**src/rtl/mw_pkg.sv**
```systemverilog
package mw_pkg;

  typedef enum logic [2:0] {
    SK_SETUP, SK_OUT, SK_IN, SK_STBY, SK_POLL, SK_CLEAN, SK_END
  } seg_kind_e;

  typedef enum logic [1:0] {PL_NONE, PL_WEN, PL_CMD, PL_WDS} pay_e;

  typedef struct packed {
    seg_kind_e kind;
    pay_e      pay;
  } seg_t;

  typedef struct packed {
    logic cs;
    logic sk;
    logic di;
  } pins_t;

  localparam logic [2:0] OPC_RD  = 3'b110;
  localparam logic [2:0] OPC_WR  = 3'b101;
  localparam logic [4:0] OPC_WEN = 5'b10011;
  localparam logic [4:0] OPC_WDS = 5'b10000;

  // Ordered program of segments for each operation kind.
  function automatic seg_t seg_lookup(input logic wr, input logic [3:0] idx);
    seg_t s;
    s.kind = SK_END;
    s.pay  = PL_NONE;
    if (!wr) begin
      case (idx)
        4'd0: s.kind = SK_SETUP;
        4'd1: begin s.kind = SK_OUT; s.pay = PL_CMD; end
        4'd2: s.kind = SK_IN;
        4'd3: s.kind = SK_STBY;
        default: s.kind = SK_END;
      endcase
    end else begin
      case (idx)
        4'd0: s.kind = SK_SETUP;
        4'd1: begin s.kind = SK_OUT; s.pay = PL_WEN; end
        4'd2: s.kind = SK_STBY;
        4'd3: begin s.kind = SK_OUT; s.pay = PL_CMD; end
        4'd4: s.kind = SK_STBY;
        4'd5: s.kind = SK_POLL;
        4'd6: s.kind = SK_STBY;
        4'd7: begin s.kind = SK_OUT; s.pay = PL_WDS; end
        4'd8: s.kind = SK_CLEAN;
        default: s.kind = SK_END;
      endcase
    end
    return s;
  endfunction

  // Pin levels held during one half-period of a segment.
  function automatic pins_t pin_decode(input seg_kind_e k, input logic [1:0] ph,
                                       input logic b);
    pins_t p;
    p.cs = 1'b0;
    p.sk = 1'b0;
    p.di = 1'b0;
    case (k)
      SK_SETUP: p.cs = (ph == 2'd1);
      SK_OUT: begin
        p.cs = 1'b1;
        p.sk = (ph == 2'd1);
        p.di = (ph != 2'd2) && b;
      end
      SK_IN: begin
        p.cs = 1'b1;
        p.sk = (ph == 2'd0);
      end
      SK_STBY: begin
        p.cs = (ph >= 2'd2);
        p.sk = (ph == 2'd1) || (ph == 2'd2);
      end
      SK_POLL:  p.cs = 1'b1;
      SK_CLEAN: p.sk = (ph == 2'd1);
      default: ;
    endcase
    return p;
  endfunction

endpackage

```
**src/rtl/mw_halftick.sv**
```systemverilog
module mw_halftick #(
  parameter int HALF_CYC = 8
) (
  input  logic clk,
  input  logic rst,
  input  logic run,
  output logic tick
);
  localparam int CW = $clog2(HALF_CYC + 1);

  logic [CW-1:0] cnt;

  assign tick = run && (cnt == CW'(HALF_CYC - 1));

  always_ff @(posedge clk) begin
    if (rst || !run || tick) cnt <= '0;
    else                     cnt <= cnt + 1'b1;
  end

  // the half-period counter never passes its terminal count
  a_r5_tick_bound: assert property (@(posedge clk) disable iff (rst)
    run |-> (cnt < CW'(HALF_CYC)));

endmodule

```
**src/rtl/mw_shreg.sv**
```systemverilog
module mw_shreg #(
  parameter int PW = 25,
  parameter int DW = 16
) (
  input  logic          clk,
  input  logic          rst,
  input  logic          load,
  input  logic [PW-1:0] load_val,
  input  logic          adv,
  input  logic          cap,
  input  logic          cap_bit,
  output logic [1:0]    out_hi,
  output logic [DW-1:0] cap_word
);
  logic [PW-1:0] sr;

  always_ff @(posedge clk) begin
    if (rst)       sr <= '0;
    else if (load) sr <= load_val;
    else if (adv)  sr <= {sr[PW-2:0], 1'b0};
  end

  always_ff @(posedge clk) begin
    if (rst)      cap_word <= '0;
    else if (cap) cap_word <= {cap_word[DW-2:0], cap_bit};
  end

  assign out_hi = sr[PW-1 -: 2];

  // no load and shift in the same cycle
  a_r2_load_excl: assert property (@(posedge clk) disable iff (rst)
    load |-> !adv);

endmodule

```
**src/rtl/mw_eeprom_ctrl.sv**
```systemverilog
module mw_eeprom_ctrl
  import mw_pkg::*;
#(
  parameter int AW       = 6,
  parameter int DW       = 16,
  parameter int HALF_CYC = 8,
  parameter int POLL_MAX = 200
) (
  input  logic          clk,
  input  logic          rst,
  input  logic          rd_req_i,
  input  logic          wr_req_i,
  input  logic [AW-1:0] addr_i,
  input  logic [DW-1:0] wdata_i,
  output logic [DW-1:0] rdata_o,
  output logic          busy_o,
  output logic          done_o,
  output logic          timeout_o,
  output logic          ee_cs_o,
  output logic          ee_sk_o,
  output logic          ee_di_o,
  input  logic          ee_do_i
);
  localparam int PW  = 3 + AW + DW;   // longest frame: write command
  localparam int CB  = 3 + AW;        // read command and enable/disable frames
  localparam int BCW = $clog2(PW + 1);
  localparam int PCW = $clog2(POLL_MAX + 1);

  logic           busy_q, done_q, tmo_q, op_wr_q;
  logic [AW-1:0]  addr_q;
  logic [DW-1:0]  wdata_q, rdata_q;
  logic [3:0]     seg_idx_q, n_idx;
  logic [1:0]     phase_q, n_ph;
  logic [BCW-1:0] bitcnt_q, n_bit, cur_last;
  logic [PCW-1:0] pollcnt_q, n_poll;
  logic           cs_q, sk_q, di_q;

  logic           tick, adv, sh_out, sh_in, set_tmo, load, finish, bitval;
  logic [1:0]     out_hi;
  logic [DW-1:0]  rx_word;
  logic [PW-1:0]  aligned;
  seg_t           cur, nxt;
  seg_kind_e      n_kind;
  pins_t          pin_nxt;

  mw_halftick #(.HALF_CYC(HALF_CYC)) u_tick (
    .clk(clk), .rst(rst), .run(busy_q), .tick(tick)
  );

  mw_shreg #(.PW(PW), .DW(DW)) u_shreg (
    .clk(clk), .rst(rst), .load(load), .load_val(aligned), .adv(sh_out),
    .cap(sh_in), .cap_bit(ee_do_i), .out_hi(out_hi), .cap_word(rx_word)
  );

  assign cur = seg_lookup(op_wr_q, seg_idx_q);
  assign nxt = seg_lookup(op_wr_q, seg_idx_q + 4'd1);

  // Frame contents, left-aligned so the first bit to send is the MSB
  always_comb begin
    case (nxt.pay)
      PL_WEN:  aligned = {OPC_WEN, {(PW-5){1'b0}}};
      PL_WDS:  aligned = {OPC_WDS, {(PW-5){1'b0}}};
      PL_CMD:  aligned = op_wr_q ? {OPC_WR, addr_q, wdata_q}
                                 : {OPC_RD, addr_q, {DW{1'b0}}};
      default: aligned = '0;
    endcase
    cur_last = (cur.pay == PL_CMD && op_wr_q) ? BCW'(PW - 1) : BCW'(CB - 1);
  end

  // Segment and phase stepping, one step per half-period
  always_comb begin
    n_idx   = seg_idx_q;
    n_ph    = phase_q;
    n_bit   = bitcnt_q;
    n_poll  = pollcnt_q;
    adv     = 1'b0;
    sh_out  = 1'b0;
    sh_in   = 1'b0;
    set_tmo = 1'b0;
    if (busy_q && tick) begin
      case (cur.kind)
        SK_SETUP: if (phase_q == 2'd0) n_ph = 2'd1; else adv = 1'b1;
        SK_OUT: begin
          if (phase_q != 2'd2)          n_ph = phase_q + 2'd1;
          else if (bitcnt_q == cur_last) adv = 1'b1;
          else begin
            n_ph   = 2'd0;
            n_bit  = bitcnt_q + 1'b1;
            sh_out = 1'b1;
          end
        end
        SK_IN: begin
          if (phase_q == 2'd0) begin
            n_ph  = 2'd1;
            sh_in = 1'b1;
          end else if (bitcnt_q == BCW'(DW - 1)) adv = 1'b1;
          else begin
            n_ph  = 2'd0;
            n_bit = bitcnt_q + 1'b1;
          end
        end
        SK_STBY:  if (phase_q != 2'd3) n_ph = phase_q + 2'd1; else adv = 1'b1;
        SK_POLL: begin
          if (ee_do_i) adv = 1'b1;
          else if (pollcnt_q == PCW'(POLL_MAX - 1)) begin
            adv     = 1'b1;
            set_tmo = 1'b1;
          end else n_poll = pollcnt_q + 1'b1;
        end
        SK_CLEAN: if (phase_q != 2'd2) n_ph = phase_q + 2'd1; else adv = 1'b1;
        default:  adv = 1'b1;
      endcase
    end
    if (adv) begin
      n_idx  = seg_idx_q + 4'd1;
      n_ph   = 2'd0;
      n_bit  = '0;
      n_poll = '0;
    end
  end

  assign n_kind  = adv ? nxt.kind : cur.kind;
  assign load    = adv && (nxt.kind == SK_OUT);
  assign finish  = adv && (nxt.kind == SK_END);
  assign bitval  = load ? aligned[PW-1] : (sh_out ? out_hi[0] : out_hi[1]);
  assign pin_nxt = pin_decode(n_kind, n_ph, bitval);

  always_ff @(posedge clk) begin
    if (rst) begin
      busy_q    <= 1'b0;
      done_q    <= 1'b0;
      tmo_q     <= 1'b0;
      op_wr_q   <= 1'b0;
      addr_q    <= '0;
      wdata_q   <= '0;
      rdata_q   <= '0;
      seg_idx_q <= '0;
      phase_q   <= '0;
      bitcnt_q  <= '0;
      pollcnt_q <= '0;
      cs_q      <= 1'b0;
      sk_q      <= 1'b0;
      di_q      <= 1'b0;
    end else begin
      done_q <= 1'b0;
      if (!busy_q) begin
        if (rd_req_i || wr_req_i) begin
          busy_q    <= 1'b1;
          op_wr_q   <= !rd_req_i;        // read wins a tie
          addr_q    <= addr_i;
          wdata_q   <= wdata_i;
          tmo_q     <= 1'b0;
          seg_idx_q <= '0;
          phase_q   <= '0;
          bitcnt_q  <= '0;
          pollcnt_q <= '0;
        end
      end else begin
        seg_idx_q <= n_idx;
        phase_q   <= n_ph;
        bitcnt_q  <= n_bit;
        pollcnt_q <= n_poll;
        {cs_q, sk_q, di_q} <= pin_nxt;
        if (set_tmo) tmo_q <= 1'b1;
        if (finish) begin
          busy_q <= 1'b0;
          done_q <= 1'b1;
          if (!op_wr_q) rdata_q <= rx_word;
        end
      end
    end
  end

  assign rdata_o   = rdata_q;
  assign busy_o    = busy_q;
  assign done_o    = done_q;
  assign timeout_o = tmo_q;
  assign ee_cs_o   = cs_q;
  assign ee_sk_o   = sk_q;
  assign ee_di_o   = di_q;

  // done lasts a single cycle
  a_r9_done_single: assert property (@(posedge clk) disable iff (rst)
    done_o |=> !done_o);
  // busy only ends together with done
  a_r9_busy_end: assert property (@(posedge clk) disable iff (rst)
    $fell(busy_o) |-> done_o);
  // pins are quiet whenever no operation runs
  a_r1_idle_quiet: assert property (@(posedge clk) disable iff (rst)
    !busy_o |-> (!ee_cs_o && !ee_sk_o && !ee_di_o));
  // data-in low throughout the shift-in segment
  a_r4_di_low_in: assert property (@(posedge clk) disable iff (rst)
    (busy_q && cur.kind == SK_IN) |-> !ee_di_o);
  // clock rises with select high only in data-carrying segments
  a_r5_sk_with_cs: assert property (@(posedge clk) disable iff (rst)
    ($rose(ee_sk_o) && ee_cs_o) |-> (cur.kind == SK_OUT || cur.kind == SK_IN));
  // a read never reports a timeout
  a_r8_tmo_write_only: assert property (@(posedge clk) disable iff (rst)
    (done_o && !op_wr_q) |-> !timeout_o);
  // latched request fields hold during an operation
  a_r10_hold: assert property (@(posedge clk) disable iff (rst)
    (busy_q && $past(busy_q)) |-> ($stable(addr_q) && $stable(op_wr_q) && $stable(wdata_q)));

endmodule

```
**config.mk**
```make
export PLATFORM = sky130hd
export DESIGN_NAME = mw_eeprom_ctrl
export DESIGN_NICKNAME = d
export VERILOG_FILES = /design/src/rtl/mw_pkg.sv /design/src/rtl/mw_halftick.sv /design/src/rtl/mw_shreg.sv /design/src/rtl/mw_eeprom_ctrl.sv
export SDC_FILE = /design/constraint.sdc
export NUM_CORES = 1
export LEC_CHECK = 0
export BUFFER_PORTS_ARGS = -buffer_cell sky130_fd_sc_hd__buf_2
export CAP_MARGIN = 20
export CORE_MARGIN = 1
export CORE_UTILIZATION = 60
export CTS_CLUSTER_SIZE = 14
export DETAILED_ROUTE_END_ITERATION = 12
export PLACE_DENSITY = 0.8
export SYNTH_ARGS = -nofsm -noshare
export SYNTH_HDL_FRONTEND = slang
export SYNTH_HIERARCHICAL = 1
export SYNTH_SLANG_ARGS = --single-unit
```
**constraint.sdc**
```tcl
create_clock -name clk -period 6 [get_ports clk]
set_clock_uncertainty 0.15 [all_clocks]
set_input_delay 1.2 -clock clk [delete_from_list [all_inputs] [get_ports clk]]
set_output_delay 1.2 -clock clk [all_outputs]
set_load 0.01 [all_outputs]
```
==> impl_metrics.csv <==
group,metric,value,unit
floorplan,die_area,0.0101,mm^2
clock_tree,cts_buffers,9,
clock_tree,cts_root_buf,"clkbuf_8",
finish,final_layout_size_suffix_gt1_frac,0.158,
power_and_ir_drop,power.density,197,mW/mm^2
worst_setup_path,worst_setup_path_start_kind,"register",
floorplan,fp.dieH,101,um
finish,layout.nets,740,
global_routing,grt_max_degree,85,
worst_setup_path,cp.required,6.16,ns
logic_synthesis,yosysWarnings,6,
logic_synthesis,async_flop_share,0,
sta,rsz0062_at_grt,"false",
global_routing,grt_pass1_wl,20400,um
placement,place_ws,1.27,ns
finish,areaGrowthSynthToFinish,7.33,%
floorplan,die_w,101,um
sta,timing.fmax,209,MHz
logic_synthesis,synth_top_area_frac,0.374,
drt,drt-total-wl,12400,um
logic_synthesis,synth_top_cell_by_area,"dfxtp_1",
sta,final.setup.worst_slack,1.21,ns
clock_tree,cts_buffer_depth,2,
finish,fin_area,0.00627,mm^2
drt,vias,4788,
logic_synthesis,ys_types,75,
sta,min_period,4.79,ns
sta,min_period_over_period,0.798,
min_path,worstHoldPathType,"reg -> reg",
sta,slew_violations,0,
worst_setup_path,crit_type,"reg -> reg",
placement,gp_congestion,0.909,
placement,placed_area,0.00608,mm^2
sta,finalSetupTns,0,ns
logic_synthesis,ys_ff_latch,109,
logic_synthesis,syn-mean-instance-area,8.73,um^2
drt,first_iter_violations,314,
clock_tree,cts.reportedPaths.clkPinSlew,0.10,ns
placement,port_buffers,48,
logic_synthesis,yosys-top-cells-area,"dfxtp_1 (37%), mux2i_1 (10%), nand2_1 (4.6%)",
sta,setup_viol,0,
worst_setup_path,cp.arrival,4.95,ns
clock_tree,cts_resized,0,
clock_tree,insertion_delay,0.38,ns
drt,first_pass_iters,5,
logic_synthesis,syn_inst,669,
sta,hold_ws,0.307,ns
sta,finalHoldViolations,0,
global_routing,grt_pass1_vias,4414,
worst_setup_path,path_max_fanout,19,
status,status,"finished, final reports clean",
clock_tree,cts_tree,"done",
clock_tree,h-tree-depth,3,
global_routing,antenna_found_initial,0,
finish,antenna_cells,0,
logic_synthesis,yosysSeqAreaShare,0.374,
worst_setup_path,crit_path_end_kind,"register",
clock_tree,cts_hold_buf,0,
power_and_ir_drop,peakVddDrop,194,uV
drt,ant_nets,0,
drt,vias_per_cell,5.79,
placement,dp.final_hpwl,8500,um
floorplan,start_util,0.626,
sta,tightestPinTransition,1.06,ns
logic_synthesis,syn_nets,716,
floorplan,core-area,0.00933,mm^2
clock_tree,cts_sinks,109,
logic_synthesis,syn_area,0.00584,mm^2
sta,slew_headroom,0.288,
drt,drcViolationCount,0,
global_routing,grt_use_total,0.253,
power_and_ir_drop,p_leak,2.35,nW
floorplan,ios,49,
floorplan,rows,35,
clock_tree,post_cts_buffers,0,
global_routing,grt_overflow,0,
drt,wl_per_cell,15.0,um
logic_synthesis,synth_edf_count,0,
logic_synthesis,synth_ff_type,"dfxtp_1",
finish,nFillCells,769,
job,drv_cap,0,
finish,layout.core_utilization,0.672,
==> worst max-delay path: stages, from the launching register on <==
cell and delay (ns):
dfxtp_1 0.48, inv_1 0.13, ha_1 0.39, or4_1 0.55
o311ai_2 0.15, and2_1 0.36, o21ai_1 0.18, a221o_2 0.42
o21ai_4 0.47, and2_1 0.23, inv_1 0.06, ha_1 0.30
or4_1 0.54, nand3_1 0.10, o211ai_1 0.08, a21oi_1 0.13
==> power breakdown <==
group / total [W] / internal [W] / switching [W]
Combinational: 0.0000631 / 0.0000223 / 0.0000408
Clock: 0.000428 / 0.000160 / 0.000268
Sequential: 0.000745 / 0.000735 / 0.0000106
==> through the flow <==
stage,total power [W],cells
global placement,0.000822,811
finish,0.00124,827
global route,0.00129,827
floorplan,0.000801,669
detailed placement,0.000825,811
CTS,0.00125,827
==> per-layer routing <==
| metal | routed length [um] | global-route usage |
|---|---|---|
| met5 | 0 | 0 |
| met1 | 5600 | 0.322 |
| met3 | 751 | 0.0610 |
| met2 | 5910 | 0.425 |
| met4 | 174 | 0.0725 |
==> area by class of cell <==
cell class                 instances  area [um^2]  share of cell area
clock buffer                       9          124              0.0198
inverter                          19         71.3              0.0114
multi-input combinational        499         3370               0.537
sequential                       109         2180               0.348
clock inverter                     7         66.3              0.0106
tap                              129          161              0.0258
timing repair buffer              55          295              0.0471
==> cells in the final DEF, fill, tap and decap left out, types with 4 or more instances in the layout <==
cell and count:
a211oi_1 21, a211oi_2 8, a21oi_1 48, a22oi_1 4, a32oi_1 5, and2_1 28, and3_1 7, buf_2 47
buf_4 8, clkbuf_8 9, dfxtp_1 109, ha_1 20, inv_1 18, mux2i_1 59, nand2_1 72, nand3_1 15
nand3b_1 4, nand4_1 6, nor2_1 71, nor2b_1 29, nor3_1 12, o21ai_0 9, or3_1 4, or4_1 5
xnor2_1 8, xor2_1 5
==> state kept, by name, summed over array words and instances, names as in the netlist <==
| register | count |
|---|---|
| rdata_o | 16 |
| pollcnt_q | 8 |
| phase_q | 2 |
| u_tick/cnt | 4 |
| ee_cs_o | 1 |
| seg_idx_q | 4 |
| bitcnt_q | 5 |
| u_shreg/sr | 25 |
| wdata_q | 16 |
| done_o | 1 |
| ee_di_o | 1 |
| busy_o | 1 |
| op_wr_q | 1 |
| timeout_o | 1 |
| ee_sk_o | 1 |
| u_shreg/cap_word | 16 |
| addr_q | 6 |
==> synthesized netlist by cell type (9+ instances only) <==
library cell	number
dfxtp_1	109
nand2_1	72
nor2_1	72
mux2i_1	59
a21oi_1	48
nor2b_1	29
and2_1	28
clkbuf_1	22
a211oi_1	21
ha_1	20
inv_1	18
nand3_1	15
nor3_1	13
buf_2	10
o21ai_0	9
==> cell families after synthesis <==
logic type      share of synthesized area
compound gates                      0.159
xor+xnor                           0.0195
fa+ha+maj                          0.0429
buf+inv                            0.0527
flops                               0.374
mux                                 0.103
simple gates                        0.249
==> final timing paths <==
path / from / end / slack [ns] / depth (start not counted)
max reg2reg: seg_idx_q[0] / ee_sk_o / 1.21 / 15
max: seg_idx_q[0] / ee_sk_o / 1.21 / 15
min reg2reg: wdata_q[14] / wdata_q[14] / 0.31 / 2
min: wdata_q[14] / wdata_q[14] / 0.31 / 2
Note: power is estimated with default switching activity, not from simulation.
